`config.mk`:
```
export PLATFORM = sky130hd
export DESIGN_NAME = clmul64_lanes
export DESIGN_NICKNAME = d
export VERILOG_FILES = /design/src/rtl/clmul_pkg.sv /design/src/rtl/clmul_byte_rotator.sv /design/src/rtl/clmul_lane_array.sv /design/src/rtl/clmul_fold_shift.sv /design/src/rtl/clmul64_lanes.sv
export SDC_FILE = /design/constraint.sdc
export NUM_CORES = 1
export LEC_CHECK = 0
export BUFFER_PORTS_ARGS = -buffer_cell sky130_fd_sc_hd__buf_2
export CAP_MARGIN = 20
export CORE_UTILIZATION = 50
export CTS_BUF_LIST = sky130_fd_sc_hd__clkbuf_4
export DETAILED_ROUTE_END_ITERATION = 8
export HOLD_SLACK_MARGIN = 0.08
export PLACE_DENSITY = 0.69
export SLEW_MARGIN = 40
export SYNTH_ARGS = -nofsm -noshare
export SYNTH_HDL_FRONTEND = slang
export SYNTH_SLANG_ARGS = --single-unit
```
`constraint.sdc`:
```
create_clock -name clk -period 10.7 [get_ports clk]
set_clock_uncertainty 0.15 [all_clocks]
set_input_delay 0.535 -clock clk [delete_from_list [all_inputs] [get_ports clk]]
set_output_delay 0.535 -clock clk [all_outputs]
set_load 0.05 [all_outputs]
```
`src/rtl/clmul_pkg.sv`:
```
package clmul_pkg;

    typedef enum logic [1:0] {
        S_IDLE   = 2'd0,
        S_PASS   = 2'd1,
        S_FINISH = 2'd2
    } clmul_state_e;

endpackage

```
`src/rtl/clmul_byte_rotator.sv`:
```
module clmul_byte_rotator #(
    parameter int LANE_W = 8,
    parameter int LANES  = 8,
    localparam int OP_W  = LANE_W * LANES,
    localparam int SEL_W = $clog2(LANES)
) (
    input  logic [OP_W-1:0]  x,
    input  logic [SEL_W-1:0] rot,
    output logic [OP_W-1:0]  y
);

    logic [2*OP_W-1:0] doubled;
    logic [2*OP_W-1:0] moved;

    always_comb begin
        doubled = {x, x};
        moved   = doubled >> (int'(rot) * LANE_W);
        y       = moved[OP_W-1:0];
    end

endmodule

```
`src/rtl/clmul_lane_array.sv`:
```
module clmul_lane_array #(
    parameter int LANE_W = 8,
    parameter int LANES  = 8,
    localparam int OP_W  = LANE_W * LANES,
    localparam int PR_W  = 2 * LANE_W
) (
    input  logic [OP_W-1:0]        x,
    input  logic [OP_W-1:0]        y,
    output logic [LANES*PR_W-1:0]  v
);

    for (genvar g = 0; g < LANES; g++) begin : g_lane
        logic [LANE_W-1:0] xb;
        logic [LANE_W-1:0] yb;
        logic [PR_W-1:0]   prod;

        assign xb = x[g*LANE_W +: LANE_W];
        assign yb = y[g*LANE_W +: LANE_W];

        always_comb begin
            prod = '0;
            for (int i = 0; i < LANE_W; i++) begin
                if (yb[i]) begin
                    prod = prod ^ (PR_W'(xb) << i);
                end
            end
            // an 8x8 carryless product never reaches the lane's top bit
            lane_msb_chk: assert (prod[PR_W-1] == 1'b0);
        end

        assign v[g*PR_W +: PR_W] = prod;
    end

endmodule

```
`src/rtl/clmul_fold_shift.sv`:
```
module clmul_fold_shift #(
    parameter int LANE_W = 8,
    parameter int LANES  = 8,
    localparam int OP_W  = LANE_W * LANES,
    localparam int PR_W  = 2 * LANE_W,
    localparam int HALF  = LANES / 2,
    localparam int SEL_W = $clog2(LANES)
) (
    input  logic [2*OP_W-1:0] v,
    input  logic [SEL_W-1:0]  keep,
    input  logic [SEL_W-1:0]  shift,
    output logic [2*OP_W-1:0] w
);

    logic [OP_W-1:0]   mask;
    logic [OP_W-1:0]   upper;
    logic [OP_W-1:0]   lower;
    logic [OP_W-1:0]   mixed;
    logic [OP_W-1:0]   kept;
    logic [OP_W-1:0]   restored;
    logic [2*OP_W-1:0] folded;

    for (genvar j = 0; j < HALF; j++) begin : g_mask
        assign mask[j*PR_W +: PR_W] = (keep > SEL_W'(j)) ? {PR_W{1'b1}} : {PR_W{1'b0}};
    end

    always_comb begin
        upper    = v[2*OP_W-1:OP_W];
        lower    = v[OP_W-1:0];
        mixed    = lower ^ upper;
        kept     = upper & mask;
        restored = mixed ^ kept;
        folded   = {kept, restored};
        w        = folded << (int'(shift) * LANE_W);
    end

endmodule

```
`src/rtl/clmul64_lanes.sv`:
```
module clmul64_lanes
    import clmul_pkg::*;
#(
    parameter int LANE_W = 8,
    parameter int LANES  = 8,
    localparam int OP_W  = LANE_W * LANES,
    localparam int SEL_W = $clog2(LANES),
    localparam int HALF  = LANES / 2,
    localparam logic [SEL_W-1:0] LAST = SEL_W'(LANES - 1)
) (
    input  logic              clk,
    input  logic              rst_n,
    input  logic              start,
    input  logic [OP_W-1:0]   a,
    input  logic [OP_W-1:0]   b,
    output logic              done,
    output logic [2*OP_W-1:0] p
);

    clmul_state_e state, state_nx;

    logic [OP_W-1:0]   op_a;
    logic [OP_W-1:0]   op_b;
    logic [SEL_W-1:0]  cnt;
    logic [2*OP_W-1:0] acc;

    logic [SEL_W:0]    cnt_p1;
    logic [SEL_W-1:0]  rot_a;
    logic [SEL_W-1:0]  rot_b;
    logic [SEL_W-1:0]  shift;
    logic [SEL_W-1:0]  keep;
    logic [OP_W-1:0]   lane_x;
    logic [OP_W-1:0]   lane_y;
    logic [2*OP_W-1:0] lane_v;
    logic [2*OP_W-1:0] contrib;

    // Pass schedule: pass 0 is unrotated, odd passes rotate B, even passes rotate A
    always_comb begin
        cnt_p1 = {1'b0, cnt} + 1'b1;
        shift  = cnt_p1[SEL_W:1];
        keep   = SEL_W'(HALF) - shift;
        rot_b  = cnt[0] ? shift : '0;
        rot_a  = (!cnt[0] && cnt != '0) ? {1'b0, cnt[SEL_W-1:1]} : '0;
    end

    clmul_byte_rotator #(.LANE_W(LANE_W), .LANES(LANES)) u_rot_a (
        .x(op_a), .rot(rot_a), .y(lane_x)
    );

    clmul_byte_rotator #(.LANE_W(LANE_W), .LANES(LANES)) u_rot_b (
        .x(op_b), .rot(rot_b), .y(lane_y)
    );

    clmul_lane_array #(.LANE_W(LANE_W), .LANES(LANES)) u_lanes (
        .x(lane_x), .y(lane_y), .v(lane_v)
    );

    clmul_fold_shift #(.LANE_W(LANE_W), .LANES(LANES)) u_fold (
        .v(lane_v), .keep(keep), .shift(shift), .w(contrib)
    );

    // State register
    always_ff @(posedge clk or negedge rst_n) begin
        if (!rst_n) begin
            state <= S_IDLE;
        end else begin
            state <= state_nx;
        end
    end

    // Transitions: launch, passes_done, retire
    always_comb begin
        state_nx = state;
        unique case (state)
            S_IDLE:   if (start) state_nx = S_PASS;
            S_PASS:   if (cnt == LAST) state_nx = S_FINISH;
            S_FINISH: state_nx = S_IDLE;
            default:  state_nx = S_IDLE;
        endcase
    end

    // Datapath registers
    always_ff @(posedge clk or negedge rst_n) begin
        if (!rst_n) begin
            op_a <= '0;
            op_b <= '0;
            cnt  <= '0;
            acc  <= '0;
        end else begin
            unique case (state)
                S_IDLE: begin
                    if (start) begin
                        op_a <= a;
                        op_b <= b;
                        cnt  <= '0;
                        acc  <= '0;
                    end
                end
                S_PASS: begin
                    acc <= acc ^ contrib;
                    cnt <= cnt + 1'b1;
                end
                S_FINISH: begin
                end
                default: begin
                end
            endcase
        end
    end

    // Outputs
    always_ff @(posedge clk or negedge rst_n) begin
        if (!rst_n) begin
            done <= 1'b0;
            p    <= '0;
        end else begin
            done <= (state == S_FINISH);
            if (state == S_FINISH) begin
                p <= acc;
            end
        end
    end


    done_pulse_chk: assert property (@(posedge clk) disable iff (!rst_n)
        done |=> !done);


    busy_hold_chk: assert property (@(posedge clk) disable iff (!rst_n)
        (state != S_IDLE) |=> ($stable(op_a) && $stable(op_b)));


    launch_chk: assert property (@(posedge clk) disable iff (!rst_n)
        (state == S_IDLE && start) |=> (state == S_PASS && cnt == '0));


    pass_step_chk: assert property (@(posedge clk) disable iff (!rst_n)
        (state == S_PASS && cnt != LAST) |=> (state == S_PASS && cnt == $past(cnt) + 1'b1));


    finish_chk: assert property (@(posedge clk) disable iff (!rst_n)
        (state == S_FINISH) |=> (done && state == S_IDLE));

endmodule

```
==> results.ini, run 1 <==
[global_routing]
grt_usage = 0.407
grt-ovfl-total = 0
grt_pass1_wl_um = 193000
grt_pass1_vias = 29300
antenna_found_initial = 6
grt_max_degree = 127

[synth]
ys.flop_type = dfrtp_1
synth_cell_types = 82
ys_ff_latch = 390
syn_area_per_cell_sq_um = 8.68
synth.most_common_cell = nand2_1
yosysWarningCount = 0
synth_top_area_cell = dfrtp_1
synth_common_cells = nand2_1, dfrtp_1, nor3_1, nor2_1, xnor2_1
mappedNetlistArea_sq_mm = 0.0316
ys_top_cells_by_area = dfrtp_1, nand2_1, xnor2_1, mux2i_1, mux4_2
ys_seq_area_frac = 0.309
syn-num-nets = 3779
synthCells = 3639
synth_top_area_frac = 0.309
ys_async_sr_fraction = 1.00
synth_edf_count = 0

[worst_hold_path]
hp-start = a[3]
hp-class = input port to register
min_path_cells = 4
whs_endpoint = op_a[3]

[setup_path]
crit_type = register to register
arrival_ps = 7350
reg2reg_from = cnt[0]
reg2reg_depth = 15
path_max_fanout = 75
end_kind = register
reg2reg_to = acc[51]
r2r_setup_slack_ps = 3950
worstPathRequired_ps = 11300
critPathLaunchType = register

[finish]
syn_to_final_growth_pct = 16.0
final_nets = 4158
seq_area_sq_mm = 0.00976
fin_util = 0.590
multi_input_comb_area_sq_mm = 0.0207
layout-drive-gt1-share = 0.190
design_area_sq_mm = 0.0366
n_fill_cell = 5526

[die]
ios = 260
rows = 91
fp.dieW_um = 253
die_h_um = 253
start_util = 0.509
core_area_sq_mm = 0.0621
dieArea_sq_mm = 0.0642

[sta]
fmax_mhz = 148
maxSlewViolCount = 0
hold_viol = 0
fin_ws_ps = 3950
period_share = 0.631
fin_tns_setup_ps = 0
period_needed_ps = 6750
slew_headroom = 0.333
tightest_slew_ps = 989
setup_viol = 0
grt_setup_unrepaired = no

[clock_tree]
clockBufferDepth = 3
cts_tree = yes
htree_levels = 3
clk_pin_slew_worst_paths_ps = 70
clkLatencyLatePin_ps = 960
ctsHoldBuffers = 178
post_cts_buffers = 0
cts_made_buffers = 100
cts.repair.resized = 0
cts_sinks = 390
cts-root-buf = clkbuf_4

[routing]
vias_per_cell = 6.29
route.detailed.drc = 0
wirelength_um = 131000
dr_total_vias = 31000
ant_nets = 0
dr.pass1.iters = 8
initialDrtViolationCount = 4577
routedWlPerCell_um = 26.6

[placement]
post-dp-hpwl_um = 95000
routabilityCongestion = 1.11
io_buffers = 259
postPlaceCellArea_sq_mm = 0.0335
pre_cts_slack_ps = 4380

[run_status]
status = finished, final reports clean

[job]
max_cap_violations = 0

-- cell usage in the layout (no fill, tap or decap), types with 12 or more instances in the layout --
| master | n |
|---|---|
| a2111oi_2 | 27 |
| a2111oi_4 | 26 |
| a211oi_1 | 25 |
| a21oi_1 | 63 |
| a221oi_1 | 40 |
| a221oi_2 | 28 |
| a22oi_1 | 20 |
| and2_1 | 16 |
| and3b_1 | 64 |
| buf_2 | 263 |
| buf_4 | 58 |
| buf_6 | 12 |
| clkbuf_4 | 150 |
| dfrtp_1 | 389 |
| dlygate4sd3_1 | 177 |
| mux2_2 | 17 |
| mux2i_1 | 200 |
| mux4_2 | 78 |
| nand2_1 | 986 |
| nand3_1 | 39 |
| nor2_1 | 295 |
| nor3_1 | 321 |
| nor3_2 | 12 |
| o211ai_1 | 29 |
| o21ai_0 | 54 |
| o22ai_1 | 22 |
| o31ai_1 | 20 |
| or2_2 | 29 |
| xnor2_1 | 293 |
| xnor3_1 | 41 |
| xor2_1 | 65 |
-- stage by stage --
step,hold WS (ps),std cells
final,167,4927
after global placement,304,4564
after detailed placement,307,4573
after CTS,122,4921
after global routing,200,4926
after floorplan,89.4,3639
-- metal layers --
layer | vias to the layer above | GRT usage | part of all wire
li1 | 13600 | - | -
met1 | 15000 | 0.555 | 0.40
met2 | 2051 | 0.582 | 0.42
met3 | 380 | 0.138 | 0.13
met4 | 6 | 0.179 | 0.049
met5 | - | 0 | 0.00026
-- area by class of cell --
type	instances	area share
inverter	14	0.00150
timing repair buffer	519	0.105
clock buffer	150	0.0307
multi-input combinational	2993	0.565
tap	837	0.0286
clock inverter	20	0.00321
sequential	390	0.267
antenna	4	0.000273
-- sequential cells by signal, indices dropped and copies added, names as in the netlist --
signal	count
p	128
op_b	64
acc	128
op_a	64
state	2
done	1
cnt	3
-- how the worst max path moves through the flow --
stage,startpoint,to,slack [ps],cells after the start
after global placement,cnt[0],acc[51],4070,15
after floorplan,cnt[0],acc[32],5780,19
after global routing,cnt[0],acc[51],3820,15
after CTS,cnt[0],acc[51],4300,15
after detailed placement,cnt[0],acc[51],4380,15
final,cnt[0],acc[51],3950,15
-- kinds of logic (layout without fill, tap and decap cells) --
group / after synthesis / in the layout / share of synthesized area
XOR/XNOR: 410 / 410 / 0.134
AND/OR/NAND/NOR: 1801 / 1801 / 0.249
flip-flops: 390 / 390 / 0.309
multiplexers: 297 / 297 / 0.126
buffers and inverters: 256 / 703 / 0.0439
other: 0 / 4 / 0
AO/OA/AOI/OAI: 476 / 476 / 0.135
adder cells (fa/ha/maj): 9 / 9 / 0.00357
-- worst max-delay path, stage by stage (launching register included) --
cell	delay (ps)
dfrtp_2	340
buf_4	550
ha_1	300
ha_4	400
nand2_4	380
buf_6	560
mux4_2	740
nor3_1	300
xnor2_1	120
xnor2_1	460
nor2_1	130
xnor2_1	180
mux2i_1	440
a2bb2oi_1	740
o22ai_1	450
mux2i_1	210
Power of run 1 is not shown: default switching activity piles up to over one toggle a cycle in this logic, so the estimate is an artifact.
==> run 2, diff against run 1 <==
==> constraint.sdc (replaced) <==
create_clock -name clk -period 6.45 [get_ports clk]
set_clock_uncertainty 0.15 [all_clocks]
set_input_delay 0.3225 -clock clk [delete_from_list [all_inputs] [get_ports clk]]
set_output_delay 0.3225 -clock clk [all_outputs]
set_load 0.05 [all_outputs]
==> run 2 against run 1 <==
Net effect:
- first-iteration DRC count increased by 4.2%
- cell count grew 4.2%
- critical path depth down 3
- global-route usage up 0.44 points
- worst hold slack improved by 9.7 ps
- largest cell class unchanged
- core utilization grew 3.1 points
- via count is 3.1% higher
- maximum frequency is 16% higher
- die area did not move
==> results.ini, run 2 (synthesis results as in run 1) <==
[global_routing]
grt_max_degree = 139  ; +9.4%
grt-ovfl-total = 0  ; unchanged
grt_pass1_wl_um = 196000  ; +1.5%
grt_usage = 0.411  ; +0.00440
antenna_found_initial = 7  ; +1
grt_pass1_vias = 30500  ; +4.2%

[worst_hold_path]
hp-class = input port to register
min_path_cells = 4  ; unchanged

[setup_path]
cp_cell_sequence = nand2b_4 -> buf_4 -> a221oi_2 -> nor3_1 -> xor2_1 -> xnor3_1 -> nand2_1 -> xnor2_1 -> mux2i_1 -> mux2i_1 -> o22ai_1 -> mux2i_1
worstPathRequired_ps = 7170  ; -4130 ps
cpMaxStageDelayCell = dfrtp_1
cpMostUsedCell = mux2i_1
critPathLaunchType = register
r2r_setup_slack_ps = 650  ; -3300 ps
arrival_ps = 6510  ; -840 ps
crit_buf_inv = 1  ; -1
end_kind = register
path_delay_family = XOR/XNOR gates
crit_type = register to register
path_depth = 12  ; -3
critPathMaxStageDelay_ps = 770  ; +30 ps
reg2reg_depth = 12  ; -3
path_max_fanout = 41  ; -45%

[finish]
n_fill_cell = 5211  ; -5.7%
top_regs = acc x128, p x128
syn_to_final_growth_pct = 22.0
layout-drive-gt1-share = 0.183  ; -0.00649
fin_util = 0.621  ; +0.0306
final_nets = 4348  ; +4.6%
layout_commonest_cell = nand2_1
final_cell_mix = nand2_1, dfrtp_1, dlygate4sd3_1

[die]
fp.dieW_um = 253  ; unchanged
core_area_sq_mm = 0.0621  ; unchanged
rows = 91  ; unchanged
start_util = 0.509  ; unchanged
die_h_um = 253  ; unchanged
ios = 260  ; unchanged
dieArea_sq_mm = 0.0642  ; unchanged

[sta]
fmax_mhz = 173  ; +16%
hold_ws_ps = 177  ; +9.73 ps
grt_setup_unrepaired = no
hold_viol = 0  ; unchanged
period_share = 0.899  ; +0.268
slew_headroom = 0.283  ; -0.0501
tightest_slew_ps = 1080  ; +85.6 ps
fin_tns_setup_ps = 0  ; unchanged
fin_ws_ps = 654  ; -3300 ps
period_needed_ps = 5800  ; -951 ps
maxSlewViolCount = 0  ; unchanged
setup_viol = 0  ; unchanged

[placement]
pre_cts_slack_ps = 1010  ; -3360 ps
io_buffers = 259  ; unchanged
routabilityCongestion = 1.05  ; -5.5%
post-dp-hpwl_um = 91800  ; -3.3%

[job]
max_cap_violations = 0  ; unchanged

[routing]
wirelength_um = 133000  ; +1.6%
dr_total_vias = 31900  ; +3.1%
dr.pass1.iters = 8  ; unchanged
ant_nets = 0  ; unchanged
initialDrtViolationCount = 4771  ; +4.2%
vias_per_cell = 6.22  ; -1.0%
routedWlPerCell_um = 26.0  ; -2.5%
route.detailed.drc = 0  ; unchanged

[clock_tree]
cts-root-buf = clkbuf_4
clkLatencyLatePin_ps = 1000  ; +40 ps
clockBufferDepth = 3  ; unchanged
cts_tree = yes
clk_pin_slew_worst_paths_ps = 80  ; about the same
post_cts_buffers = 0  ; unchanged
cts_sinks = 390  ; unchanged
ctsHoldBuffers = 347  ; +95%
htree_levels = 3  ; unchanged
cts_made_buffers = 103  ; +3.0%
cts.repair.resized = 0  ; unchanged

[run_status]
status = finished, final reports clean

[run 2: changes by cell type in the layout (fill, tap and decap cells not counted), moves of 4 or more]
cell           before  now
clkinv_1           10   27
dlygate4sd3_1     177  346
buf_12              4    8
a221oi_2           28   32
clkbuf_4          150  144
diode_2             4   10
buf_4              58   78
buf_6              12    3
[run 2: worst reg2reg max path: stages (launching register included)]
cell	delay, ps
dfrtp_1	770
nand2b_4	570
buf_4	510
a221oi_2	730
nor3_1	170
xor2_1	210
xnor3_1	560
nand2_1	120
xnor2_1	510
mux2i_1	380
mux2i_1	620
o22ai_1	220
mux2i_1	160
[run 2: path summary, 6_finish.rpt]
| path | endpoint | from |
|---|---|---|
| max in group asynchronous | acc[8] | rst_n |
| worst min register to register | p[9] | acc[9] |
| min in group asynchronous | acc[115] | rst_n |
| worst max register to register | acc[60] | cnt[2] |
| worst max-delay path | acc[60] | cnt[2] |
| worst min-delay path | op_b[20] | b[20] |
[run 2: routing by layer]
layer | share of wire | GRT usage | vias to the layer above | wire length, um
met2 | 0.43 | 0.604 | 2203 | 56900
met4 | 0.053 | 0.208 | 4 | 7110
met3 | 0.13 | 0.124 | 439 | 16800
met1 | 0.39 | 0.547 | 15400 | 52500
li1 | - | - | 13900 | -
met5 | 0.00016 | 0 | - | 22
[run 2: stage by stage]
step | instance area, sq um | std cells
global placement | 33400 | 4579
floorplan | 31600 | 3639
detailed placement | 33600 | 4586
global route | 38500 | 5126
finish | 38500 | 5132
CTS | 38400 | 5115
[run 2: area by class of cell]
class / instances / area (sq um) / area share
inverter: 14 / 55.1 / 0.00143
sequential: 390 / 9760 / 0.253
clock buffer: 142 / 1070 / 0.0277
antenna: 10 / 25.0 / 0.000650
multi-input combinational: 2993 / 20700 / 0.536
clock inverter: 40 / 226 / 0.00588
tap: 837 / 1050 / 0.0272
timing repair buffer: 706 / 5680 / 0.147
Power of run 2 is left out for the same reason.
